**src/rtl/vic_pkg.sv**
```systemverilog
package vic_pkg;
   typedef enum logic [1:0] {
      LVL_NONE = 2'd0,
      LVL_LOW  = 2'd1,
      LVL_HIGH = 2'd2,
      LVL_TOP  = 2'd3
   } vic_lvl_e;
endpackage

```
**src/rtl/vic_level_map.sv**
```systemverilog
module vic_level_map
   import vic_pkg::*;
#(
   parameter int          NUM_VEC  = 8,
   parameter logic [31:0] TOP_MASK = 32'h3
) (
   input  logic [NUM_VEC-1:0] req,
   input  logic [NUM_VEC-1:0] en,
   input  logic [NUM_VEC-1:0] sel,
   output vic_lvl_e           lvl [NUM_VEC]
);
   for (genvar i = 0; i < NUM_VEC; i++) begin : g_vec
      if (TOP_MASK[i]) begin : g_top
         // raise selects the highest level
         assign lvl[i] = !(req[i] && en[i]) ? LVL_NONE :
                         (sel[i] ? LVL_TOP : LVL_LOW);
      end else begin : g_plain
         // raise selects the high level only
         assign lvl[i] = !(req[i] && en[i]) ? LVL_NONE :
                         (sel[i] ? LVL_HIGH : LVL_LOW);
      end
   end
endmodule

```
**src/rtl/vic_arbiter.sv**
```systemverilog
module vic_arbiter
   import vic_pkg::*;
#(
   parameter int NUM_VEC = 8,
   localparam int IDX_W  = $clog2(NUM_VEC)
) (
   input  vic_lvl_e         lvl [NUM_VEC],
   output vic_lvl_e         win_lvl,
   output logic [IDX_W-1:0] win_idx
);
   always_comb begin
      win_lvl = LVL_NONE;
      win_idx = '0;
      // scan downward so that ties settle on the lowest index
      for (int i = NUM_VEC - 1; i >= 0; i--) begin
         if (lvl[i] != LVL_NONE && lvl[i] >= win_lvl) begin
            win_lvl = lvl[i];
            win_idx = IDX_W'(i);
         end
      end
   end
endmodule

```
**src/rtl/vic_nest_track.sv**
```systemverilog
module vic_nest_track
   import vic_pkg::*;
(
   input  logic     clk,
   input  logic     rst_n,
   input  logic     push,
   input  vic_lvl_e push_lvl,
   input  logic     pop,
   output vic_lvl_e cur_lvl
);
   logic [3:1] svc_q;
   logic [3:1] svc_d;
   logic [3:1] top_bit;
   logic [3:1] new_bit;

   always_comb begin
      if (svc_q[3])      cur_lvl = LVL_TOP;
      else if (svc_q[2]) cur_lvl = LVL_HIGH;
      else if (svc_q[1]) cur_lvl = LVL_LOW;
      else               cur_lvl = LVL_NONE;
   end

   always_comb begin
      top_bit = '0;
      new_bit = '0;
      if (cur_lvl != LVL_NONE) top_bit[cur_lvl] = 1'b1;
      if (push_lvl != LVL_NONE) new_bit[push_lvl] = 1'b1;
      svc_d = svc_q;
      if (pop)  svc_d = svc_d & ~top_bit;
      if (push) svc_d = svc_d | new_bit;
   end

   always_ff @(posedge clk or negedge rst_n) begin
      if (!rst_n) svc_q <= '0;
      else        svc_q <= svc_d;
   end
endmodule

```
**src/rtl/vecirq_ctrl.sv**
```systemverilog
module vecirq_ctrl
   import vic_pkg::*;
#(
   parameter int          NUM_VEC  = 8,
   parameter int          ADDR_W   = 8,
   parameter int          VEC_BASE = 3,
   parameter int          VEC_STEP = 8,
   parameter logic [31:0] TOP_MASK = 32'h3,
   localparam int         IDX_W    = $clog2(NUM_VEC)
) (
   input  logic               clk,
   input  logic               rst_n,
   input  logic [NUM_VEC-1:0] req_i,
   input  logic [NUM_VEC-1:0] en_i,
   input  logic [NUM_VEC-1:0] lvl_sel_i,
   input  logic               ack_i,
   input  logic               ret_i,
   output logic               irq_o,
   output logic [ADDR_W-1:0]  vec_addr_o,
   output logic [1:0]         cur_lvl_o
);
   if (NUM_VEC < 2 || NUM_VEC > 32) begin : g_bad_count
      $error("vecirq_ctrl: NUM_VEC must lie in 2..32");
   end
   if (VEC_BASE + (NUM_VEC - 1) * VEC_STEP >= (1 << ADDR_W)) begin : g_bad_addr
      $error("vecirq_ctrl: vector addresses exceed ADDR_W");
   end

   vic_lvl_e         cand_lvl [NUM_VEC];
   vic_lvl_e         win_lvl;
   logic [IDX_W-1:0] win_idx;
   vic_lvl_e         cur_lvl;

   logic             offer_valid;
   vic_lvl_e         offer_lvl;
   logic [IDX_W-1:0] offer_idx;
   logic             take;

   vic_level_map #(.NUM_VEC(NUM_VEC), .TOP_MASK(TOP_MASK)) i_map (
      .req (req_i),
      .en  (en_i),
      .sel (lvl_sel_i),
      .lvl (cand_lvl)
   );

   vic_arbiter #(.NUM_VEC(NUM_VEC)) i_arb (
      .lvl     (cand_lvl),
      .win_lvl (win_lvl),
      .win_idx (win_idx)
   );

   assign take = offer_valid && ack_i;

   vic_nest_track i_nest (
      .clk      (clk),
      .rst_n    (rst_n),
      .push     (take),
      .push_lvl (offer_lvl),
      .pop      (ret_i),
      .cur_lvl  (cur_lvl)
   );

   always_ff @(posedge clk or negedge rst_n) begin
      if (!rst_n) begin
         offer_valid <= 1'b0;
         offer_lvl   <= LVL_NONE;
         offer_idx   <= '0;
      end else if (offer_valid) begin
         if (ack_i) offer_valid <= 1'b0;
      end else if (win_lvl > cur_lvl) begin
         offer_valid <= 1'b1;
         offer_lvl   <= win_lvl;
         offer_idx   <= win_idx;
      end
   end

   assign irq_o      = offer_valid;
   assign vec_addr_o = ADDR_W'(VEC_BASE) + ADDR_W'(offer_idx) * ADDR_W'(VEC_STEP);
   assign cur_lvl_o  = cur_lvl;
endmodule

```
**config.mk**
```make
export PLATFORM = sky130hd
export DESIGN_NAME = vecirq_ctrl
export DESIGN_NICKNAME = d
export VERILOG_FILES = /design/src/rtl/vic_pkg.sv /design/src/rtl/vic_level_map.sv /design/src/rtl/vic_arbiter.sv /design/src/rtl/vic_nest_track.sv /design/src/rtl/vecirq_ctrl.sv
export SDC_FILE = /design/constraint.sdc
export NUM_CORES = 1
export LEC_CHECK = 0
export BUFFER_PORTS_ARGS = -buffer_cell sky130_fd_sc_hd__clkbuf_2
export CAP_MARGIN = 30
export CORE_UTILIZATION = 35
export CTS_BUF_LIST = sky130_fd_sc_hd__clkbuf_8 sky130_fd_sc_hd__clkbuf_16
export CTS_CLUSTER_DIAMETER = 120
export CTS_CLUSTER_SIZE = 14
export DETAILED_ROUTE_END_ITERATION = 16
export GPL_ROUTABILITY_DRIVEN = 0
export GPL_TIMING_DRIVEN = 0
export PLACE_DENSITY = 0.68
export SETUP_SLACK_MARGIN = 0.2
export SLEW_MARGIN = 10
export SYNTH_ARGS = -nofsm -noshare
export SYNTH_HDL_FRONTEND = slang
export SYNTH_SLANG_ARGS = --single-unit
export TNS_END_PERCENT = 10
```
**constraint.sdc**
```tcl
create_clock -name clk -period 3.97 [get_ports clk]
set_input_delay 0.1985 -clock clk [delete_from_list [all_inputs] [get_ports clk]]
set_output_delay 0.1985 -clock clk [all_outputs]
set_load 0.02 [all_outputs]
```
=== Yosys cells after proc, flatten, opt, wreduce, memory -nomap -nowiden ===
Cells that the tools add are included.

* Input bits: 28
* Word-level logic and storage cells: 98
* Register bits: 9
* Output and inout bits: 11

* Magnitude comparators: 13
* Mux-type cells: 46
* Add/subtract/negate cells: 1
* Reductions and logical operators: 30
* Bitwise gates (word level): 4

{| class="wikitable"
|+ Operators by type and width
! kind !! number
|-
| $mux 2 || 26
|-
| $mux 3 || 12
|-
| $reduce_bool 2->1 || 10
|-
| $logic_and 1x1->1 || 19
|-
| $ge 2x2->1 || 7
|-
| $add 2x6->7 const A || 1
|-
| $ge 2x1->1 const B || 3
|-
| $lt 2x3->1 const B || 2
|-
| $mux 1 || 6
|-
| $demux 1 s2 || 2
|-
| $and 3x3->3 || 1
|-
| $not 3->3 || 1
|-
| $or 3x3->3 || 1
|-
| $gt 2x2->1 || 1
|-
| $reduce_and 2->1 || 1
|-
| $not 1->1 || 1
|}

=== Depth between registers and ports, before layout ===
Gate-level depths: netlist of run 1.

* Word-level depth: 29
* Depth in mapped cells: 46
* Mapped depth without buffers: 46

=== Modules after synthesis ===
Synthesis of run 1 repeated with hierarchy kept, for this count alone.

* Cells, all modules: 161
* Area, all modules: 1281.2 um^2

{| class="wikitable"
|+ Modules (own cells, without submodules)
! module !! times used !! cells an instance !! area each (um^2) !! seq. area each (um^2)
|-
| vic_arbiter || 1 || 101 || 676.9 || 0.0
|-
| vecirq_ctrl || 1 || 28 || 337.8 || 150.1
|-
| vic_nest_track || 1 || 16 || 143.9 || 75.1
|-
| vic_level_map || 1 || 16 || 122.6 || 0.0
|}

=== Worst setup path after synthesis of run 1 ===
OpenSTA, ideal clock, no wires.

* Kind: input to register
* Start: input port lvl_sel_i[6]
* End: register offer_idx[2]
* Stages on the path: 42
* Data arrival time: 8.483 ns
* Slack: -4.634 ns
* Buffers on the path: 0
* Data required time: 3.848 ns
* Library setup time: 0.122 ns
* Cells stage by stage: and3_1 -> ha_1 -> o211ai_1 -> nor2_1 -> mux2_2 -> ha_1 -> nor3b_1 -> nor2_1 -> nor2_1 -> a21oi_1 -> ha_1 -> or3b_1 -> o2111ai_2 -> nand2_1 -> o221a_2 -> ha_1 -> nand2b_1 -> a21o_1 -> [6 not listed] -> nor2_1 -> o31ai_2 -> ha_1 -> nand2b_1 -> a21oi_1 -> nor2_1 -> or3_4 -> and2_1 -> ha_1 -> a21oi_1 -> or2_2 -> nor2_1 -> a31oi_4 -> ha_1 -> nor2b_1 -> o21ai_1 -> nor3_1 -> a32o_1

* Longest elaborated chain between the ends: 25
* Elaborated cells between the ends (all ways): 33
* Classes of those cells: order compare (8); mux (16); reduce/logical (9)

{| class="wikitable"
|+ RTL lines
! item !! line !! text
|-
| start, declared || vecirq_ctrl.sv:15 || <nowiki>input logic [NUM_VEC-1:0] lvl_sel_i,</nowiki>
|-
| $mux 2 * || vic_level_map.sv:20 || <nowiki>(sel[i] ? LVL_HIGH : LVL_LOW);</nowiki>
|-
| $mux 2 * || vic_level_map.sv:19 || <nowiki>assign lvl[i] = !(req[i] && en[i]) ? LVL_NONE :</nowiki>
|-
| $ge 2x2->1 or $reduce_bool 2->1 (tied branches) || vic_arbiter.sv:16 || <nowiki>if (lvl[i] != LVL_NONE && lvl[i] >= win_lvl) begin</nowiki>
|-
| $logic_and 1x1->1 || vic_arbiter.sv:16 ||
|-
| $mux 2 * || vic_arbiter.sv:16 ||
|-
| $ge 2x2->1 || vic_arbiter.sv:16 ||
|-
| $logic_and 1x1->1 || vic_arbiter.sv:16 ||
|-
| $mux 2 * || vic_arbiter.sv:16 ||
|-
| [10 not listed] || n/a ||
|-
| $logic_and 1x1->1 || vic_arbiter.sv:16 ||
|-
| $mux 2 * || vic_arbiter.sv:16 ||
|-
| $ge 2x2->1 || vic_arbiter.sv:16 ||
|-
| $logic_and 1x1->1 || vic_arbiter.sv:16 ||
|-
| $mux 2 * || vic_arbiter.sv:16 ||
|-
| net i_arb.win_lvl[1] || vic_arbiter.sv:8 || <nowiki>output vic_lvl_e win_lvl,</nowiki>
|-
| $gt 2x2->1 * || vecirq_ctrl.sv:70 || <nowiki>end else if (win_lvl > cur_lvl) begin</nowiki>
|-
| $reduce_and 2->1 (no line) * || n/a ||
|-
| end signal, assigned || vecirq_ctrl.sv:73 || <nowiki>offer_idx <= win_idx;</nowiki>
|-
| end, declared || vecirq_ctrl.sv:36 || <nowiki>logic [IDX_W-1:0] offer_idx;</nowiki>
|}

Mark *: on every way through the listed nets, which the timed path passes. The rest lies on a longest branch.
A chain may end at the register's enable or synchronous reset.

=== Worst setup path after layout of run 1 ===
* Start: input port lvl_sel_i[6]
* End: register offer_idx[1]

* Longest elaborated chain between the ends: 25
* Elaborated cells between the ends (all ways): 33
* Classes of those cells: order compare (8); mux (16); reduce/logical (9)

{| class="wikitable"
|+ RTL lines
! item !! line
|-
| $mux 2 * || vic_level_map.sv:20
|-
| $mux 2 * || vic_level_map.sv:19
|-
| $ge 2x2->1 or $reduce_bool 2->1 (tied branches) || vic_arbiter.sv:16
|-
| $logic_and 1x1->1 || vic_arbiter.sv:16
|-
| $mux 2 || vic_arbiter.sv:16
|-
| $ge 2x2->1 || vic_arbiter.sv:16
|-
| $logic_and 1x1->1 || vic_arbiter.sv:16
|-
| $mux 2 || vic_arbiter.sv:16
|-
| [9 not listed] || n/a
|-
| $ge 2x2->1 || vic_arbiter.sv:16
|-
| $logic_and 1x1->1 || vic_arbiter.sv:16
|-
| $mux 2 || vic_arbiter.sv:16
|-
| $ge 2x2->1 || vic_arbiter.sv:16
|-
| $logic_and 1x1->1 || vic_arbiter.sv:16
|-
| $mux 2 || vic_arbiter.sv:16
|-
| $gt 2x2->1 || vecirq_ctrl.sv:70
|-
| $reduce_and 2->1 (no line) || n/a
|}

Mark *: on every way between the ends. The rest lies on a longest branch, timed or not.

==> out/qor.yml, run 1 <==
worst_setup_path:
  critPathKind: "in -> reg"
  worstReg2RegStart: "i_nest.svc_q[2]"
  critPathMostFrequentCell: "buf_4"
  worst_ep_arrival_time_ps: 8440
  cp_max_fo: 6
  required_ps: 4150
  crit_start: "lvl_sel_i[6]"
  crit_path_max_incr_delay_ps: 400
  end_kind: "flop"
  worstSetupStartpointType: "primary input"
  slowest_stage: "or3b_4"
logic_synthesis:
  synth_ff_type: "dfrtp_1"
  synth.avg_cell_area_um2: 8.05
  ys_ff_latch: 9
  synth_edf_count: 0
  async_reset_ff_share_pct: 100
  synth_area_leaders: "dfrtp_1 19%, ha_1 17%, nor2_1 5.1%"
  yosys_warnings: 0
  syn_inst: 145
  synthDominantCellAreaShare_pct: 19.3
  ys_types: 42
  synth_seq_area_share_pct: 19.3
  yosysTopAreaCell: "dfrtp_1"
  netlist_area_um2: 1170
timing:
  tns_ps: -25340
  rsz0062_at_grt: "true"
  finalSetupViolations: 6
  period_share_pct: 208
  layout_min_cycle_time_ps: 8260
  fin_ws_ps: -4290
  hold_viol: 0
  finClkSkew_ps: 2.09
  maxSlewViolCount: 0
  max_freq_mhz: 121
  timing.hold.ws_ps: 187
drt:
  routed_wl_um: 5060
  num_vias: 1550
  drtAntennaViolNets: 0
  drt-pass1-iter-count: 6
  wl_per_cell_um: 17.1
  post-route-drc-count: 0
  viasPerCell: 5.24
  drt-initial-drc-count: 85
placement:
  place_hpwl_um: 2270
  portBuffers: 33
  place_ws_ps: -4680
finish:
  layout_commonest_cell: "buf_4"
  syn_to_final_growth_pct: 106
  antenna_cells: 0
  utilization_pct: 77.6
  final_cell_mix: "51 x buf_4, 31 x clkbuf_2, 22 x buf_6"
  final_nets: 297
  drive_gt1_share_pct: 66.7
global_routing:
  grt_max_degree: 10
  globalRouteOverflowTotal: 0
  grt_pass1_wl_um: 7070
  grt_usage_pct: 27.1
  antenna_found_initial: 0
  grt_pass1_vias: 1583
clock_tree:
  clock_latency_ps: 240
  cts_made_buffers: 3
  cts_tree: "done"
  clock_path_buffers: 2
  cts.clk_slew.worst_paths_ps: 40
  cts_sinks: 9
  root_buffer: "clkbuf_8"
  htreeDepth: 1
die:
  io_pins: 39
  die_y_um: 59.8
  die_w_um: 59.8
  dieArea_um2: 3570
  core_um2: 3100
  start_util_pct: 37.6
  fp-row-count: 20
worst_hold_path:
  worstHoldStart: "ack_i"
  hold_path_class: "in -> reg"
power:
  ir_worst_vdd_uv: 228
  p_per_area_nw_per_um2: 483
  p_leak_nw: 1.19
status:
  violations: "setup timing"
  outcome: "finished with violations"
flow_run:
  cap_violations: 0
-- critical path: cells and delay by family --
kind	cells	cell delay (ps)
buf+inv	44	5000
simple gates	5	1100
compound gates	6	1020
fa+ha+maj	3	740
mux	1	320
-- through the flow --
stage	instances	cell area, um^2	total power (W)
after floorplan	148	1360	0.000601
after global placement	225	1580	0.000697
after detailed placement	225	1580	0.000717
after CTS	291	2210	0.00101
after global routing	296	2410	0.00123
final	296	2410	0.00116
-- synth_stat cells (all sizes together) (2+ instances only) --
cell / count
nor3: 3
mux2: 2
mux2i: 2
a21oi: 8
o211ai: 3
or3: 2
nand2: 10
ha: 16
nor2: 16
buf: 5
o21a: 2
a2bb2oi: 2
a22o: 3
nand3: 7
inv: 12
a21o: 2
nor3b: 2
and3: 6
dfrtp: 9
o21ai: 7
or2: 4
a31oi: 2
nand2b: 4
o31ai: 2
conb: 2
-- sequential cells by signal, indices dropped and copies added (netlist names) --
register,count
offer_idx,3
irq_o,1
i_nest.svc_q,3
offer_lvl,2
-- layout make-up --
class | count | area (um^2)
Buffer | 5 | 37.5
Clock buffer | 3 | 41.3
Clock inverter | 1 | 3.75
Fill cell | 211 | 696
Inverter | 12 | 45.0
Multi-Input combinational cell | 122 | 1240
Sequential cell | 9 | 225
Tap cell | 44 | 55.1
Timing Repair Buffer | 100 | 758
-- metal layers --
layer	GRT usage [%]	share of wire, %	wire length [um]
met4	17.6	5.6	282
met1	28.8	41	2070
met3	2.60	3.6	182
met5	0	0	0
met2	50.5	50	2530
-- report_power, final --
group / internal [W] / switching, W
Combinational: 0.000473 / 0.000416
Clock: 0.0000673 / 0.0000367
Sequential: 0.000136 / 0.0000330
Total: 0.000676 / 0.000485
-- what timing repair did --
action / in CTS / in global routing
pin swaps: 42 / 46
buffers inserted: 61 / 5
setup endpoints to repair: 6 / 6
endpoints found under the hold margin: 9 / 0
hold buffers: 1 / 0
resized for setup: 21 / 34
-- path summary, 6_finish.rpt --
kind                       cells after the start              end  slack (ps)
setup reg to reg                               8     offer_idx[1]        2210
max in group asynchronous                      2     offer_idx[2]        3420
min in group asynchronous                      2     offer_lvl[0]         370
hold / removal                                 2            irq_o         190
hold reg to reg                                1  i_nest.svc_q[1]         490
setup / recovery                              59     offer_idx[1]       -4290
-- kinds of logic (layout without fill, tap and decap cells) --
family / after synthesis / in the layout / synth area share, %
AO/OA/AOI/OAI: 39 / 39 / 26.8
adder cells (fa/ha/maj): 16 / 16 / 17.1
buffers and inverters: 17 / 121 / 7.07
flip-flops: 9 / 9 / 19.3
multiplexers: 4 / 4 / 3.64
other: 2 / 5 / 0.643
AND/OR/NAND/NOR: 58 / 58 / 25.4
Note: power is estimated with default switching activity, not from simulation.
==> run 2, diff against run 1 <==
--- a/config.mk
+++ b/config.mk
@@ -5,16 +5,17 @@
 export SDC_FILE = /design/constraint.sdc
 export NUM_CORES = 1
 export LEC_CHECK = 0
-export BUFFER_PORTS_ARGS = -buffer_cell sky130_fd_sc_hd__clkbuf_2
+export BUFFER_PORTS_ARGS = -buffer_cell sky130_fd_sc_hd__buf_4
 export CAP_MARGIN = 30
-export CORE_UTILIZATION = 35
+export CORE_UTILIZATION = 54
 export CTS_BUF_LIST = sky130_fd_sc_hd__clkbuf_8 sky130_fd_sc_hd__clkbuf_16
 export CTS_CLUSTER_DIAMETER = 120
 export CTS_CLUSTER_SIZE = 14
 export DETAILED_ROUTE_END_ITERATION = 16
 export GPL_ROUTABILITY_DRIVEN = 0
 export GPL_TIMING_DRIVEN = 0
-export PLACE_DENSITY = 0.68
+export HOLD_SLACK_MARGIN = 0.15
+export PLACE_DENSITY = 0.94
 export SETUP_SLACK_MARGIN = 0.2
 export SLEW_MARGIN = 10
 export SYNTH_ARGS = -nofsm -noshare
==> run 2 against run 1 <==
  * The run now fails in 4_1_cts
  * Area after synthesis unchanged
  * Synthesized cell count unchanged
==> out/qor.yml, run 2 <==
status:
  outcome: "did not finish"  # was finished with violations
  stop_stage: "4_1_cts"
  tool.error: "[ERROR DPL-0033] detailed placement checks failed during check placement."
logic_synthesis:
  yosysTopAreaCell: "dfrtp_1"  # unchanged
  ys_types: 42  # unchanged
  synth.avg_cell_area_um2: 8.05  # unchanged
  syn_inst: 145  # unchanged
  async_reset_ff_share_pct: 100  # unchanged
  synthDominantCellAreaShare_pct: 19.3  # unchanged
  synth_edf_count: 0  # unchanged
  synth_ff_type: "dfrtp_1"  # unchanged
  synth_area_leaders: "dfrtp_1 19%, ha_1 17%, nor2_1 5.1%"  # unchanged
  synthTopCellsByCount: "16 x ha_1, 16 x nor2_1, 12 x inv_1"  # unchanged
  ys_ff_latch: 9  # unchanged
  netlist_area_um2: 1170  # unchanged
  yosys_warnings: 0  # unchanged
  synth_seq_area_share_pct: 19.3  # unchanged
die:
  die_y_um: 48.5  # was 59.8 um
  io_pins: 39  # unchanged
  fp-row-count: 16  # was 20
  start_util_pct: 58.3  # was 37.6%
  die_w_um: 48.5  # was 59.8 um
clock_tree:
  post_cts_buffers: 24  # was 61
  root_buffer: "clkbuf_8"  # unchanged
  htreeDepth: 1  # unchanged
  cts.hold.buffers_added: 1  # unchanged
  cts_made_buffers: 3  # unchanged
  cts_sinks: 9  # unchanged
  ctsResizeCount: 22  # was 21
  clock_path_buffers: 2  # unchanged
placement:
  place_ws_ps: -4860  # was -4680 ps
  place_hpwl_um: 2620  # was 2270 um
  portBuffers: 33  # unchanged
  place_inst: 208  # was 225
## run 2: through the flow
stage | setup TNS, ps | instance area (um^2) | util (%)
floorplan | -23010 | 1360 | -
global placement | -26560 | 1640 | 81.9
detailed placement | -28620 | 1640 | 81.9
## run 2: kinds of logic after synthesis
family | synth area share (%)
buffers and inverters | 7.07
adders and majority gates | 17.1
muxes | 3.64
AOI/OAI and AO/OA | 26.8
other | 0.643
and+or+nand+nor | 25.4
DFF | 19.3
==> run 3, diff against run 2 <==
--- a/config.mk
+++ b/config.mk
@@ -7,16 +7,12 @@
 export LEC_CHECK = 0
 export BUFFER_PORTS_ARGS = -buffer_cell sky130_fd_sc_hd__buf_4
 export CAP_MARGIN = 30
-export CORE_UTILIZATION = 54
-export CTS_BUF_LIST = sky130_fd_sc_hd__clkbuf_8 sky130_fd_sc_hd__clkbuf_16
-export CTS_CLUSTER_DIAMETER = 120
-export CTS_CLUSTER_SIZE = 14
+export CORE_AREA = 2 2 63 65
 export DETAILED_ROUTE_END_ITERATION = 16
+export DIE_AREA = 0 0 65 67
 export GPL_ROUTABILITY_DRIVEN = 0
 export GPL_TIMING_DRIVEN = 0
-export HOLD_SLACK_MARGIN = 0.15
-export PLACE_DENSITY = 0.94
-export SETUP_SLACK_MARGIN = 0.2
+export PLACE_DENSITY_LB_ADDON = 0.15
 export SLEW_MARGIN = 10
 export SYNTH_ARGS = -nofsm -noshare
 export SYNTH_HDL_FRONTEND = slang
==> run 3 against run 2 <==
  * The flow now finishes, with violations (setup timing)
==> out/qor.yml, run 3 (synthesis results as in run 1) <==
global_routing:
  grt_pass1_vias: 1370
  grt_usage_pct: 17.2
  grt_pass1_wl_um: 5880
  antenna_found_initial: 0
  globalRouteOverflowTotal: 0
  grt_max_degree: 10
timing:
  layout_min_cycle_time_ps: 7900
  period_share_pct: 199
  tns_ps: -23290
  finalSetupViolations: 6
  maxSlewViolCount: 0
  fin_ws_ps: -3930
  finClkSkew_ps: 3.57
  max_freq_mhz: 127
  hold_viol: 0
  rsz0062_at_grt: "true"
die:
  fp-row-count: 22  # was 16
  dieArea_um2: 4360
  die_w_um: 65  # was 48.5 um
  die_y_um: 67  # was 48.5 um
  core_um2: 3610
  start_util_pct: 32.4  # was 58.3%
  io_pins: 39  # unchanged
status:
  violations: "setup timing"
  outcome: "finished with violations"  # was did not finish
finish:
  layout_commonest_cell: "buf_4"
  layoutNonFillerInstCount: 258
  fin_area_um2: 2160
  utilization_pct: 59.9
  drive_gt1_share_pct: 61.4
  final_cell_mix: "57 x buf_4, 10 x inv_1, 10 x ha_4"
  antenna_cells: 0
  final_nets: 255
  fill_cells: 323
  largestRegisters: "i_nest.svc_q x3, offer_idx x3, offer_lvl x2"
  syn_to_final_growth_pct: 85.1
clock_tree:
  htreeDepth: 1  # unchanged
  clock_latency_ps: 230
  cts_made_buffers: 3  # unchanged
  cts_sinks: 9  # unchanged
  cts.clk_slew.worst_paths_ps: 50
  root_buffer: "clkbuf_8"  # unchanged
  clock_path_buffers: 2  # unchanged
  cts_tree: "done"
placement:
  portBuffers: 33  # unchanged
  place_hpwl_um: 2420  # was 2620 um
  place_inst: 229  # was 208
  place_area_um2: 1670  # was 1640 um^2
drt:
  post-route-drc-count: 0
  drt-initial-drc-count: 35
  num_vias: 1294
  drt-pass1-iter-count: 4
  routed_wl_um: 3460
  viasPerCell: 5.02
  drtAntennaViolNets: 0
  wl_per_cell_um: 13.4
power:
  totalPowerFinal_w: 0.000974
  intPower_w: 0.000568
  p_leak_nw: 0.975
  swShare_pct: 41.7
  pwr-share-seq_pct: 17.2
  switchingPower_w: 0.000406
  ir_worst_vdd_uv: 162
  pwr-share-clk_pct: 10.8
  p_per_area_nw_per_um2: 451
  pwr-share-comb_pct: 72.0
worst_setup_path:
  worst_ep_arrival_time_ps: 8050
  required_ps: 4120
  slowest_stage: "or3b_4"
  worstSetupStartpointType: "primary input"
  cp_max_fo: 6
  end_kind: "flop"
  critPathMostFrequentCell: "ha_4"
  critPathKind: "in -> reg"
  crit_path_max_incr_delay_ps: 400
worst_hold_path:
  hold_path_class: "in -> reg"
flow_run:
  cap_violations: 0
run 3: cell type report:
type / instances / area [um^2] / share of cell area (%)
buffer: 5 / 37.5 / 1.74
clock buffer: 4 / 45.0 / 2.08
inverter: 12 / 47.5 / 2.20
multi-input combinational: 122 / 1290 / 59.6
sequential: 9 / 225 / 10.4
tap: 48 / 60.1 / 2.78
timing repair buffer: 58 / 457 / 21.1
run 3: timing repair:
action                                 in CTS  in global routing
setup endpoints to repair                   6                  6
gates resized for setup                    28                 16
buffers inserted                           20                  4
endpoints found under the hold margin       9                  0
pin swaps                                  40                 36
hold buffers                                1                  0
run 3: path summary, 6_finish.rpt:
check	from	end	slack, ps	depth (start not counted)
max in group asynchronous	rst_n	i_nest.svc_q[2]	3490	2
min in group asynchronous	rst_n	offer_idx[1]	340	2
hold / removal	ack_i	irq_o	190	2
setup reg to reg	i_nest.svc_q[3]	offer_idx[1]	2280	6
setup / recovery	lvl_sel_i[6]	offer_lvl[1]	-3930	44
hold reg to reg	offer_lvl[1]	i_nest.svc_q[1]	480	1
run 3: metal layers:
metal / part of all wire [%] / global-route usage [%] / vias up / wire, um
met4: 0.67 / 5.85 / 0 / 23
met2: 61 / 35.8 / 24 / 2090
li1: - / - / 646 / -
met1: 36 / 17.0 / 620 / 1240
met3: 2.7 / 2.20 / 4 / 92
met5: 0 / 0 / - / 0
run 3: power groups by stage:
stage	Combinational, W	Sequential (W)	Clock [W]
finish	0.000702	0.000167	0.000105
global route	0.000775	0.000172	0.000113
detailed placement	0.000577	0.000169	0
global placement	0.000561	0.000167	0
floorplan	0.000419	0.000182	0
CTS	0.000674	0.000168	0.000109
run 3: through the flow:
stage          worst slack (ps)  hold slack, ps
2_1_floorplan             -3900           -97.1
3_3_place_gp              -4560            23.7
3_5_place_dp              -4710            32.2
4_1_cts                   -3890             186
5_1_grt                   -4280             221
6_report                  -3930             186
run 3: worst max-delay path, delay by kind of cell:
family / cells / cell delay, ps
AOI/OAI and AO/OA: 16 / 2280
muxes: 1 / 300
adders and majority gates: 8 / 2040
buffers and inverters: 4 / 450
and+or+nand+nor: 15 / 2780
==> run 4, diff against run 3 <==
--- a/config.mk
+++ b/config.mk
@@ -11,7 +11,6 @@
 export DETAILED_ROUTE_END_ITERATION = 16
 export DIE_AREA = 0 0 65 67
 export GPL_ROUTABILITY_DRIVEN = 0
-export GPL_TIMING_DRIVEN = 0
 export PLACE_DENSITY_LB_ADDON = 0.15
 export SLEW_MARGIN = 10
 export SYNTH_ARGS = -nofsm -noshare
==> run 4 against run 3 <==
  * Non-clock buffer count is 23 higher
  * Sequential share of layout area down 0.49 points
  * Routed wire length increased by 2.4%
  * Utilization grew 3.0 points
  * Final cell count rose by 8.9%
  * The run still ends with setup timing left
  * Global-route usage up 0.12 points
  * Combinational power up 6.8%
  * Hold slack lost 7.0 ps
  * Clock skew rose by 1.0 ps
==> out/qor.yml, run 4 (synthesis results as in run 1) <==
global_routing:
  use_met3_pct: 3.04  # was 2.20%
  antenna_found_initial: 0  # unchanged
  grt_usage_pct: 17.3  # was 17.2%
  grt_max_degree: 10  # unchanged
  grt_pass1_wl_um: 5970  # was 5880 um
  globalRouteOverflowTotal: 0  # unchanged
  grt_use_met1_pct: 17.9  # was 17.0%
  grt_pass1_vias: 1469  # was 1370
  use_met2_pct: 35.7  # was 35.8%
  grt.busiest_layer: "met2"  # unchanged
power:
  pwr-share-comb_pct: 73.1  # was 72.0%
  p_leak_nw: 1.07  # was 0.975 nW
  p_per_area_nw_per_um2: 453  # was 451 nW/um^2
  totalPowerFinal_w: 0.00103  # was 0.000974 W
  ir_worst_vdd_uv: 197  # was 162 uV
  pwr-share-clk_pct: 10.7  # was 10.8%
  switchingPower_w: 0.000422  # was 0.000406 W
  pwr-share-seq_pct: 16.2  # was 17.2%
  intPower_w: 0.000605  # was 0.000568 W
  swShare_pct: 41.1  # was 41.7%
finish:
  layout_commonest_cell: "buf_4"  # unchanged
  final_nets: 278  # was 255
  antenna_cells: 0  # unchanged
  utilization_pct: 62.9  # was 59.9%
  layoutNonFillerInstCount: 281  # was 258
  final_cell_mix: "82 x buf_4, 11 x inv_1, 9 x nor2_1, 9 x nand2_1, 9 x dfrtp_1"  # was 57 x buf_4, 10 x inv_1, 10 x ha_4
  fin_area_um2: 2270  # was 2160 um^2
  syn_to_final_growth_pct: 94.3  # was 85.1%
  largestRegisters: "i_nest.svc_q x3, offer_idx x3, offer_lvl x2"  # unchanged
  drive_gt1_share_pct: 61.8  # was 61.4%
clock_tree:
  clock_latency_ps: 240  # was 230 ps
  cts_sinks: 9  # unchanged
  cts_tree: "done"  # unchanged
  htreeDepth: 1  # unchanged
  root_buffer: "clkbuf_8"  # unchanged
  cts_made_buffers: 3  # unchanged
  cts.clk_slew.worst_paths_ps: 40  # was 50 ps
  clock_path_buffers: 2  # unchanged
worst_setup_path:
  critPathKind: "in -> reg"  # unchanged
  critPathMostFrequentCell: "ha_4"  # unchanged
  worstSetupStartpointType: "primary input"  # unchanged
  slowest_stage: "or3b_4"  # unchanged
  cp_max_fo: 6  # unchanged
  required_ps: 4120  # about the same
  worst_ep_arrival_time_ps: 7980  # was 8050 ps
  crit_path_max_incr_delay_ps: 400  # about the same
  end_kind: "flop"  # unchanged
timing:
  finClkSkew_ps: 4.58  # was 3.57 ps
  maxSlewViolCount: 0  # unchanged
  layout_min_cycle_time_ps: 7830  # was 7900 ps
  tns_ps: -22700  # was -23290 ps
  fin_ws_ps: -3860  # was -3930 ps
  hold_viol: 0  # unchanged
  finalSetupViolations: 6  # unchanged
  max_freq_mhz: 128  # was 127 MHz
  period_share_pct: 197  # was 199%
  rsz0062_at_grt: "true"  # unchanged
drt:
  drt-initial-drc-count: 17  # was 35
  drtAntennaViolNets: 0  # unchanged
  post-route-drc-count: 0  # unchanged
  drt-pass1-iter-count: 4  # unchanged
  num_vias: 1380  # was 1294
  viasPerCell: 4.91  # was 5.02
  routed_wl_um: 3540  # was 3460 um
  wl_per_cell_um: 12.6  # was 13.4 um
placement:
  place_hpwl_um: 2770  # was 2420 um
  place_area_um2: 1910  # was 1670 um^2
  place_inst: 262  # was 229
  portBuffers: 33  # unchanged
worst_hold_path:
  hold_path_class: "in -> reg"  # unchanged
die:
  die_y_um: 67  # unchanged
  core_um2: 3610  # unchanged
  die_w_um: 65  # unchanged
  io_pins: 39  # unchanged
  start_util_pct: 32.4  # unchanged
  fp-row-count: 22  # unchanged
  dieArea_um2: 4360  # unchanged
flow_run:
  cap_violations: 0  # unchanged
status:
  violations: "setup timing"  # unchanged
  outcome: "finished with violations"  # unchanged
[run 4: per-stage QoR]
step	hold slack [ps]	setup slack, ps
2_1_floorplan	-97.1	-3900
3_3_place_gp	24.0	-4110
3_5_place_dp	30.0	-4300
4_1_cts	177	-3910
5_1_grt	213	-4210
6_report	179	-3860
[run 4: cell type report]
| cell class | instances | area, um^2 |
|---|---|---|
| clock buffer | 4 | 45.0 |
| fill | 323 | 1340 |
| inverter | 12 | 45.0 |
| multi-input combinational | 122 | 1230 |
| sequential | 9 | 225 |
| tap | 48 | 60.1 |
| timing repair buffer | 86 | 659 |
[run 4: final timing paths]
path                       depth (start not counted)              end       startpoint  slack (ps)
max in group asynchronous                          2     offer_lvl[1]            rst_n        3500
max                                               45     offer_lvl[1]         req_i[6]       -3860
max reg2reg                                        8     offer_lvl[0]  i_nest.svc_q[2]        2200
min                                                2            irq_o            ack_i         180
min in group asynchronous                          2  i_nest.svc_q[2]            rst_n         330
min reg2reg                                        1  i_nest.svc_q[1]     offer_lvl[1]         450
[run 4: power groups by stage]
stage / Combinational, W / Clock, W / Sequential, W
6_report: 0.000750 / 0.000110 / 0.000166
5_1_grt: 0.000813 / 0.000116 / 0.000173
4_1_cts: 0.000719 / 0.000113 / 0.000167
3_5_place_dp: 0.000653 / 0 / 0.000166
3_3_place_gp: 0.000623 / 0 / 0.000166
2_1_floorplan: 0.000419 / 0 / 0.000182
[run 4: what timing repair did]
item,CTS,global route
hold buffers,1,0
setup buffers,7,7
setup endpoints to repair,6,6
gates resized for setup,16,11
endpoints found under the hold margin,9,0
pin swaps,41,27
gates cloned,0,0
[run 4: metal layers]
layer	wire length (um)	share of wire [%]
met2	1940	55
met5	0	0
met4	27	0.76
met1	1480	42
met3	91	2.6
[run 4: critical path, delay by kind of cell]
| kind | cells | cell delay [ps] |
|---|---|---|
| AOI/OAI and AO/OA | 16 | 2440 |
| adders and majority gates | 8 | 2040 |
| buffers and inverters | 5 | 650 |
| muxes | 1 | 270 |
| and+or+nand+nor | 15 | 2360 |
